[src/rtl/mgmt_irq_pkg.sv]
// Shared encodings for the management interrupt arbiter.
// Assumes: control register is 4 bits; the status width is set by the top.
package mgmt_irq_pkg;
    localparam logic [1:0] ADDR_CTRL = 2'd0;
    localparam logic [1:0] ADDR_STS  = 2'd1;
    localparam logic [1:0] ADDR_REL  = 2'd2;

    localparam int CTRL_W = 4;
    localparam int CB_GLB = 0;
    localparam int CB_FW  = 1;
    localparam int CB_USB = 2;
    localparam int CB_EOI = 3;

    typedef enum logic [1:0] {
        ST_ARMED  = 2'd0,
        ST_ACTIVE = 2'd1,
        ST_GAP    = 2'd2
    } arb_state_t;
endpackage

[src/rtl/mgmt_irq_ctrl.sv]
// Control register: global enable, firmware enable, USB enable, EOI.
// Assumes: wr_ctrl is a one-cycle strobe. An assertion (fire) clears EOI
// and takes priority over a simultaneous software write of EOI.
module mgmt_irq_ctrl
    import mgmt_irq_pkg::*;
(
    input  logic              clk,
    input  logic              rst_n,
    input  logic              wr_ctrl,
    input  logic [CTRL_W-1:0] wr_data,
    input  logic              lock,
    input  logic              fire,
    output logic [CTRL_W-1:0] ctrl_q
);
    // Register update: the lock guards only the global enable.
    always_ff @(posedge clk) begin
        if (!rst_n) begin
            ctrl_q <= '0;
        end else begin
            if (wr_ctrl) begin
                if (!lock) ctrl_q[CB_GLB] <= wr_data[CB_GLB];
                ctrl_q[CB_FW]  <= wr_data[CB_FW];
                ctrl_q[CB_USB] <= wr_data[CB_USB];
                ctrl_q[CB_EOI] <= wr_data[CB_EOI];
            end
            if (fire) ctrl_q[CB_EOI] <= 1'b0;
        end
    end

    AST_LOCK_GLB: assert property (@(posedge clk) disable iff (!rst_n)
        (wr_ctrl && lock) |=> $stable(ctrl_q[CB_GLB]));
endmodule

[src/rtl/mgmt_irq_status.sv]
// Status register: bits are set by event pulses and cleared by writing 1.
// Assumes: set_vec and clr_vec are single-cycle; a set beats a clear.
module mgmt_irq_status #(
    parameter int SRC_W = 6
) (
    input  logic             clk,
    input  logic             rst_n,
    input  logic [SRC_W-1:0] set_vec,
    input  logic [SRC_W-1:0] clr_vec,
    output logic [SRC_W-1:0] sts_q
);
    // Status update: clear first, then OR in new events.
    always_ff @(posedge clk) begin
        if (!rst_n) sts_q <= '0;
        else        sts_q <= (sts_q & ~clr_vec) | set_vec;
    end

    AST_SET_WINS: assert property (@(posedge clk) disable iff (!rst_n)
        (|set_vec) |=> ((sts_q & $past(set_vec)) == $past(set_vec)));
    AST_W1C_CLEARS: assert property (@(posedge clk) disable iff (!rst_n)
        (|(clr_vec & ~set_vec)) |=> ((sts_q & $past(clr_vec & ~set_vec)) == '0));
endmodule

[src/rtl/mgmt_irq_fsm.sv]
// Arbitration state machine for the active-low interrupt line.
// ARMED: line high, fire as soon as something is pending.
// ACTIVE: line low until EOI is 1. GAP: line forced high for GAP_CYC clocks.
// Assumes: GAP_CYC >= 2; eoi is cleared by the control block on fire.
module mgmt_irq_fsm
    import mgmt_irq_pkg::*;
#(
    parameter int GAP_CYC = 4
) (
    input  logic clk,
    input  logic rst_n,
    input  logic pend,
    input  logic eoi,
    output logic fire,
    output logic smi_n
);
    localparam int CW = $clog2(GAP_CYC);
    localparam logic [CW-1:0] GAP_LAST = CW'(GAP_CYC - 1);
    localparam int RW = $clog2(GAP_CYC + 1) + 1;
    localparam logic [RW-1:0] RUN_MAX = '1;

    arb_state_t state, nxt;
    logic [CW-1:0] cnt;
    logic gap_done;

    // Gap end detection.
    always_comb gap_done = (state == ST_GAP) && (cnt == GAP_LAST);

    // Next-state selection and fire strobe.
    always_comb begin
        nxt = state;
        unique case (state)
            ST_ARMED:  if (pend) nxt = ST_ACTIVE;
            ST_ACTIVE: if (eoi)  nxt = ST_GAP;
            ST_GAP:    if (gap_done) nxt = pend ? ST_ACTIVE : ST_ARMED;
            default:   nxt = ST_ARMED;
        endcase
        fire = (nxt == ST_ACTIVE) && (state != ST_ACTIVE);
    end

    // State, gap counter and registered line.
    always_ff @(posedge clk) begin
        if (!rst_n) begin
            state <= ST_ARMED;
            cnt   <= '0;
            smi_n <= 1'b1;
        end else begin
            state <= nxt;
            cnt   <= (state == ST_GAP && !gap_done) ? cnt + 1'b1 : '0;
            smi_n <= (nxt != ST_ACTIVE);
        end
    end

    // Checker bookkeeping: length of the current high run, and whether the line has ever fired.
    logic [RW-1:0] chk_hi_run;
    logic          chk_had_fire;
    always_ff @(posedge clk) begin
        if (!rst_n) begin
            chk_hi_run   <= '0;
            chk_had_fire <= 1'b0;
        end else begin
            chk_hi_run   <= !smi_n ? '0 : (chk_hi_run == RUN_MAX ? RUN_MAX : chk_hi_run + 1'b1);
            chk_had_fire <= chk_had_fire | !smi_n;
        end
    end

    AST_FIRE_NEEDS_PEND: assert property (@(posedge clk) disable iff (!rst_n)
        $fell(smi_n) |-> $past(pend));
    AST_EOI_CLEAR_ON_FIRE: assert property (@(posedge clk) disable iff (!rst_n)
        $fell(smi_n) |-> !eoi);
    AST_HOLD_LOW: assert property (@(posedge clk) disable iff (!rst_n)
        (!smi_n && !eoi) |=> !smi_n);
    AST_GAP_MIN: assert property (@(posedge clk) disable iff (!rst_n)
        ($fell(smi_n) && chk_had_fire) |-> (chk_hi_run >= RW'(GAP_CYC)));
endmodule

[src/rtl/mgmt_irq_arbiter.sv]
// Top level: write decode, enable masking and instance wiring.
// Assumes: SRC_W >= 4. Status bit 0 is the firmware source, bit 1 the
// legacy USB source, higher bits are pre-gated and always enabled.
module mgmt_irq_arbiter
    import mgmt_irq_pkg::*;
#(
    parameter int SRC_W   = 6,
    parameter int GAP_CYC = 4
) (
    input  logic              clk,
    input  logic              rst_n,
    input  logic              wr_en,
    input  logic [1:0]        wr_addr,
    input  logic [SRC_W-1:0]  wr_data,
    input  logic              lock,
    input  logic [SRC_W-1:0]  evt,
    output logic              smi_n,
    output logic [CTRL_W-1:0] ctrl_q,
    output logic [SRC_W-1:0]  sts_q
);
    logic             wr_ctrl, wr_sts, wr_rel;
    logic [SRC_W-1:0] set_vec, clr_vec, en_mask;
    logic             pend, fire;

    // Write decode.
    always_comb begin
        wr_ctrl = wr_en && (wr_addr == ADDR_CTRL);
        wr_sts  = wr_en && (wr_addr == ADDR_STS);
        wr_rel  = wr_en && (wr_addr == ADDR_REL);
        clr_vec = wr_sts ? wr_data : '0;
        set_vec = evt | {{(SRC_W-1){1'b0}}, wr_rel & wr_data[0]};
    end

    // Per-bit enable selection.
    for (genvar i = 0; i < SRC_W; i++) begin : g_mask
        if (i == 0) begin : g_fw
            assign en_mask[i] = ctrl_q[CB_FW];
        end else if (i == 1) begin : g_usb
            assign en_mask[i] = ctrl_q[CB_USB];
        end else begin : g_free
            assign en_mask[i] = 1'b1;
        end
    end

    // Pending condition seen by the arbiter.
    always_comb pend = ctrl_q[CB_GLB] && |(sts_q & en_mask);

    mgmt_irq_ctrl i_ctrl (
        .clk     (clk),
        .rst_n   (rst_n),
        .wr_ctrl (wr_ctrl),
        .wr_data (wr_data[CTRL_W-1:0]),
        .lock    (lock),
        .fire    (fire),
        .ctrl_q  (ctrl_q)
    );

    mgmt_irq_status #(.SRC_W(SRC_W)) i_status (
        .clk     (clk),
        .rst_n   (rst_n),
        .set_vec (set_vec),
        .clr_vec (clr_vec),
        .sts_q   (sts_q)
    );

    mgmt_irq_fsm #(.GAP_CYC(GAP_CYC)) i_fsm (
        .clk   (clk),
        .rst_n (rst_n),
        .pend  (pend),
        .eoi   (ctrl_q[CB_EOI]),
        .fire  (fire),
        .smi_n (smi_n)
    );

    AST_RELEASE_SETS: assert property (@(posedge clk) disable iff (!rst_n)
        (wr_rel && wr_data[0]) |=> sts_q[0]);
endmodule

[config.mk]
export PLATFORM = sky130hd
export DESIGN_NAME = mgmt_irq_arbiter
export DESIGN_NICKNAME = d
export VERILOG_FILES = /design/src/rtl/mgmt_irq_pkg.sv /design/src/rtl/mgmt_irq_ctrl.sv /design/src/rtl/mgmt_irq_status.sv /design/src/rtl/mgmt_irq_fsm.sv /design/src/rtl/mgmt_irq_arbiter.sv
export SDC_FILE = /design/constraint.sdc
export NUM_CORES = 1
export LEC_CHECK = 0
export ABC_AREA = 1
export BUFFER_PORTS_ARGS = -buffer_cell sky130_fd_sc_hd__buf_4
export CAP_MARGIN = 20
export CORE_MARGIN = 2
export CORE_UTILIZATION = 44
export DETAILED_ROUTE_END_ITERATION = 6
export PLACE_DENSITY = 0.76
export SETUP_SLACK_MARGIN = 0.2
export SLEW_MARGIN = 20
export SYNTH_ARGS = -nofsm -noshare
export SYNTH_HDL_FRONTEND = slang
export SYNTH_SLANG_ARGS = --single-unit
[constraint.sdc]
create_clock -name clk -period 1.09 [get_ports clk]
set_input_delay 0.1635 -clock clk [delete_from_list [all_inputs] [get_ports clk]]
set_output_delay 0.1635 -clock clk [all_outputs]
set_load 0.03 [all_outputs]
==> flow_summary.toml <==
[final_layout]
fill_cells = 101
drive_above_1_share_pct = 51.6
final_common_cell = "buf_4"
layout.nets = 142
n_antenna_cell = 0
area_growth_pct = 58.3
mostFrequentLayoutCells = "buf_4 (19), inv_1 (16), dfxtp_2 (13), buf_6 (13)"

[job]
drv_cap = 0

[floorplanning]
die_y_um = 42.3
die-area_mm2 = 0.00179
start_util_pct = 48.3
pin_count = 29
core_mm2 = 0.00133
rows = 13
die_w_um = 42.3

[sta]
hold_violations = 0
maxSlewViolCount = 0
rsz0062_at_grt = "yes"
setup_tns_ns = 0
period_needed_ns = 0.944
max_freq_mhz = 1060
finalClockSkew_ns = 0.0107
whs_ns = 0.0721
setup_viol_count_final = 0
layout_worst_path_cycle_share_pct = 86.6
worst_slew_pin_slew_ns = 0.171
maxSlewHeadroom_pct = 88.6

[clock_tree]
cts_inserted_buffers = 3
clkLatencyLatePin_ns = 0.29
cts_hold_buf = 0
clock-sinks = 15
cts_root_buffer = "clkbuf_4"
clk_pin_slew_worst_paths_ns = 0.09
htree_levels = 1
cts_tree = "built"
clk_path_buf_depth = 2

[power]
power_density_mw_per_mm2 = 1120
max-vdd-ir-drop_mv = 1.02
p_leak_nw = 0.495

[outcome]
status = "finished clean"

[logic_synthesis]
ys_seq_elements = 15
synthCells = 87
synth.distinct_cells = 16
syn_nets = 106
syn_area_per_cell_um2 = 7.41
seq_area_frac_synth_pct = 46.6
ys_warn_count = 0
synth_area_um2 = 644

[global_routing]
grt.overflow.total = 0
grt_first_pass_wirelength_mm = 2.61
grtUsageTotal_pct = 19.7
grt_max_degree = 10
antenna_found_initial = 0
grt_pass1_vias = 658

[hold_path]
worstHoldPathCells = 2
worstHoldEndpoint = "i_fsm.smi_n$_SDFF_PN1_"
worstHoldStart = "rst_n"
min_path_type = "in2reg"

[setup_path]
cp.arrival_ns = 0.78
path_class = "reg2out"
worstReg2RegEnd = "i_ctrl.ctrl_q[3]$_SDFFE_PP0P_"
required_ns = 0.93
reg2reg_slack_ns = 0.15
crit_family = "flip-flops"
critical_path.max_fanout = 3
end_kind = "output pin"
timing.rr.start = "i_fsm.cnt[0]$_SDFF_PN0_"
cp-startpoint = "i_ctrl.ctrl_q[2]$_SDFFE_PN0P_"
cp_slowest_stage_delay_ns = 0.36
path_cells = "buf_6"
crit_path_start_kind = "register"
slowest_stage = "dfxtp_2"
path_buf_inv = 1
rr_worst_depth = 6

[routing]
firstDrtPassIters = 4
drc = 0
antenna_left = 0
wl_mm = 1.54
wl_per_cell_um = 11.2
vias_per_cell = 4.84
drtIter0Drc = 8
vias = 663

[placement]
dpl.hpwl_mm = 1.18
place_congestion = 0.755
portBuffers = 28
## flip-flops by register name, indices dropped and copies added (netlist names)
name,cells
i_fsm.cnt,2
i_status.sts_q,6
i_ctrl.ctrl_q,4
i_fsm.state,2
i_fsm.smi_n,1
## cell type report
cell class	count	area, µm²	area share [%]
clock inverter	1	5.00	0.491
sequential	15	317	31.0
inverter	19	71.3	6.99
clock buffer	3	22.5	2.21
multi-input combinational	52	297	29.1
tap	15	18.8	1.84
timing repair buffer	32	289	28.3
## worst max-delay path by stage
| stage | to | depth (start not counted) |
|---|---|---|
| 2_1_floorplan | i_fsm.state[0]$_SDFF_PN0_ | 5 |
| 3_3_place_gp | i_fsm.state[0]$_SDFF_PN0_ | 5 |
| 3_5_place_dp | i_ctrl.ctrl_q[3]$_SDFFE_PP0P_ | 6 |
| 4_1_cts | i_ctrl.ctrl_q[3]$_SDFFE_PP0P_ | 6 |
| 5_1_grt | i_ctrl.ctrl_q[3]$_SDFFE_PP0P_ | 6 |
| 6_report | ctrl_q[2] | 1 |
## logic make-up after synthesis
kind of cell	Yosys count	synth area share [%]
and+or+nand+nor	28	20.8
buffers and inverters	20	12.2
DFF	15	46.6
AOI/OAI and AO/OA	23	18.4
adders and majority gates	1	1.94
## through the flow
stage	power (W)	instances	utilization [%]	worst slack (ns)	instance area, µm²
5_1_grt	0.00121	137	76.5	0.0873	1020
3_5_place_dp	0.000818	129	67.3	0.118	897
4_1_cts	0.00116	136	74.2	0.104	990
6_report	0.00114	137	76.5	0.146	1020
3_3_place_gp	0.000813	129	67.3	0.164	897
2_1_floorplan	0.000713	87	-	0.198	676
## where the power goes
group | leakage [nW] | internal (W) | total [W] | switching [W]
logic | 0.351 | 0.000110 | 0.000229 | 0.000119
clock network | 0.0177 | 0.000136 | 0.000314 | 0.000178
registers | 0.127 | 0.000577 | 0.000599 | 0.0000215
total | 0.495 | 0.000824 | 0.00114 | 0.000318
## cells in the mapped netlist, drive strengths merged
| cell type | number | area, µm² |
|---|---|---|
| inv | 19 | 71.3 |
| dfxtp | 15 | 300 |
| nand2 | 13 | 51.3 |
| a21oi | 12 | 63.8 |
| o21ai | 11 | 55.1 |
| nor2 | 10 | 47.6 |
| nand3 | 5 | 35.0 |
| buf | 1 | 7.51 |
| ha | 1 | 12.5 |
## routing by layer
metal / track usage [%] / up-vias / wire length, µm
li1: - / 344 / -
met1: 18.3 / 296 / 571
met2: 37.8 / 18 / 849
met3: 7.76 / 5 / 88
met4: 7.50 / 0 / 27
met5: 0 / - / 0
## repair_timing
item,CTS,global route
endpoints found under the setup margin,14,17
setup buffers,3,1
gates resized for setup,12,8
pin swaps,4,7
No activity file was read; power rests on OpenSTA's default activity.
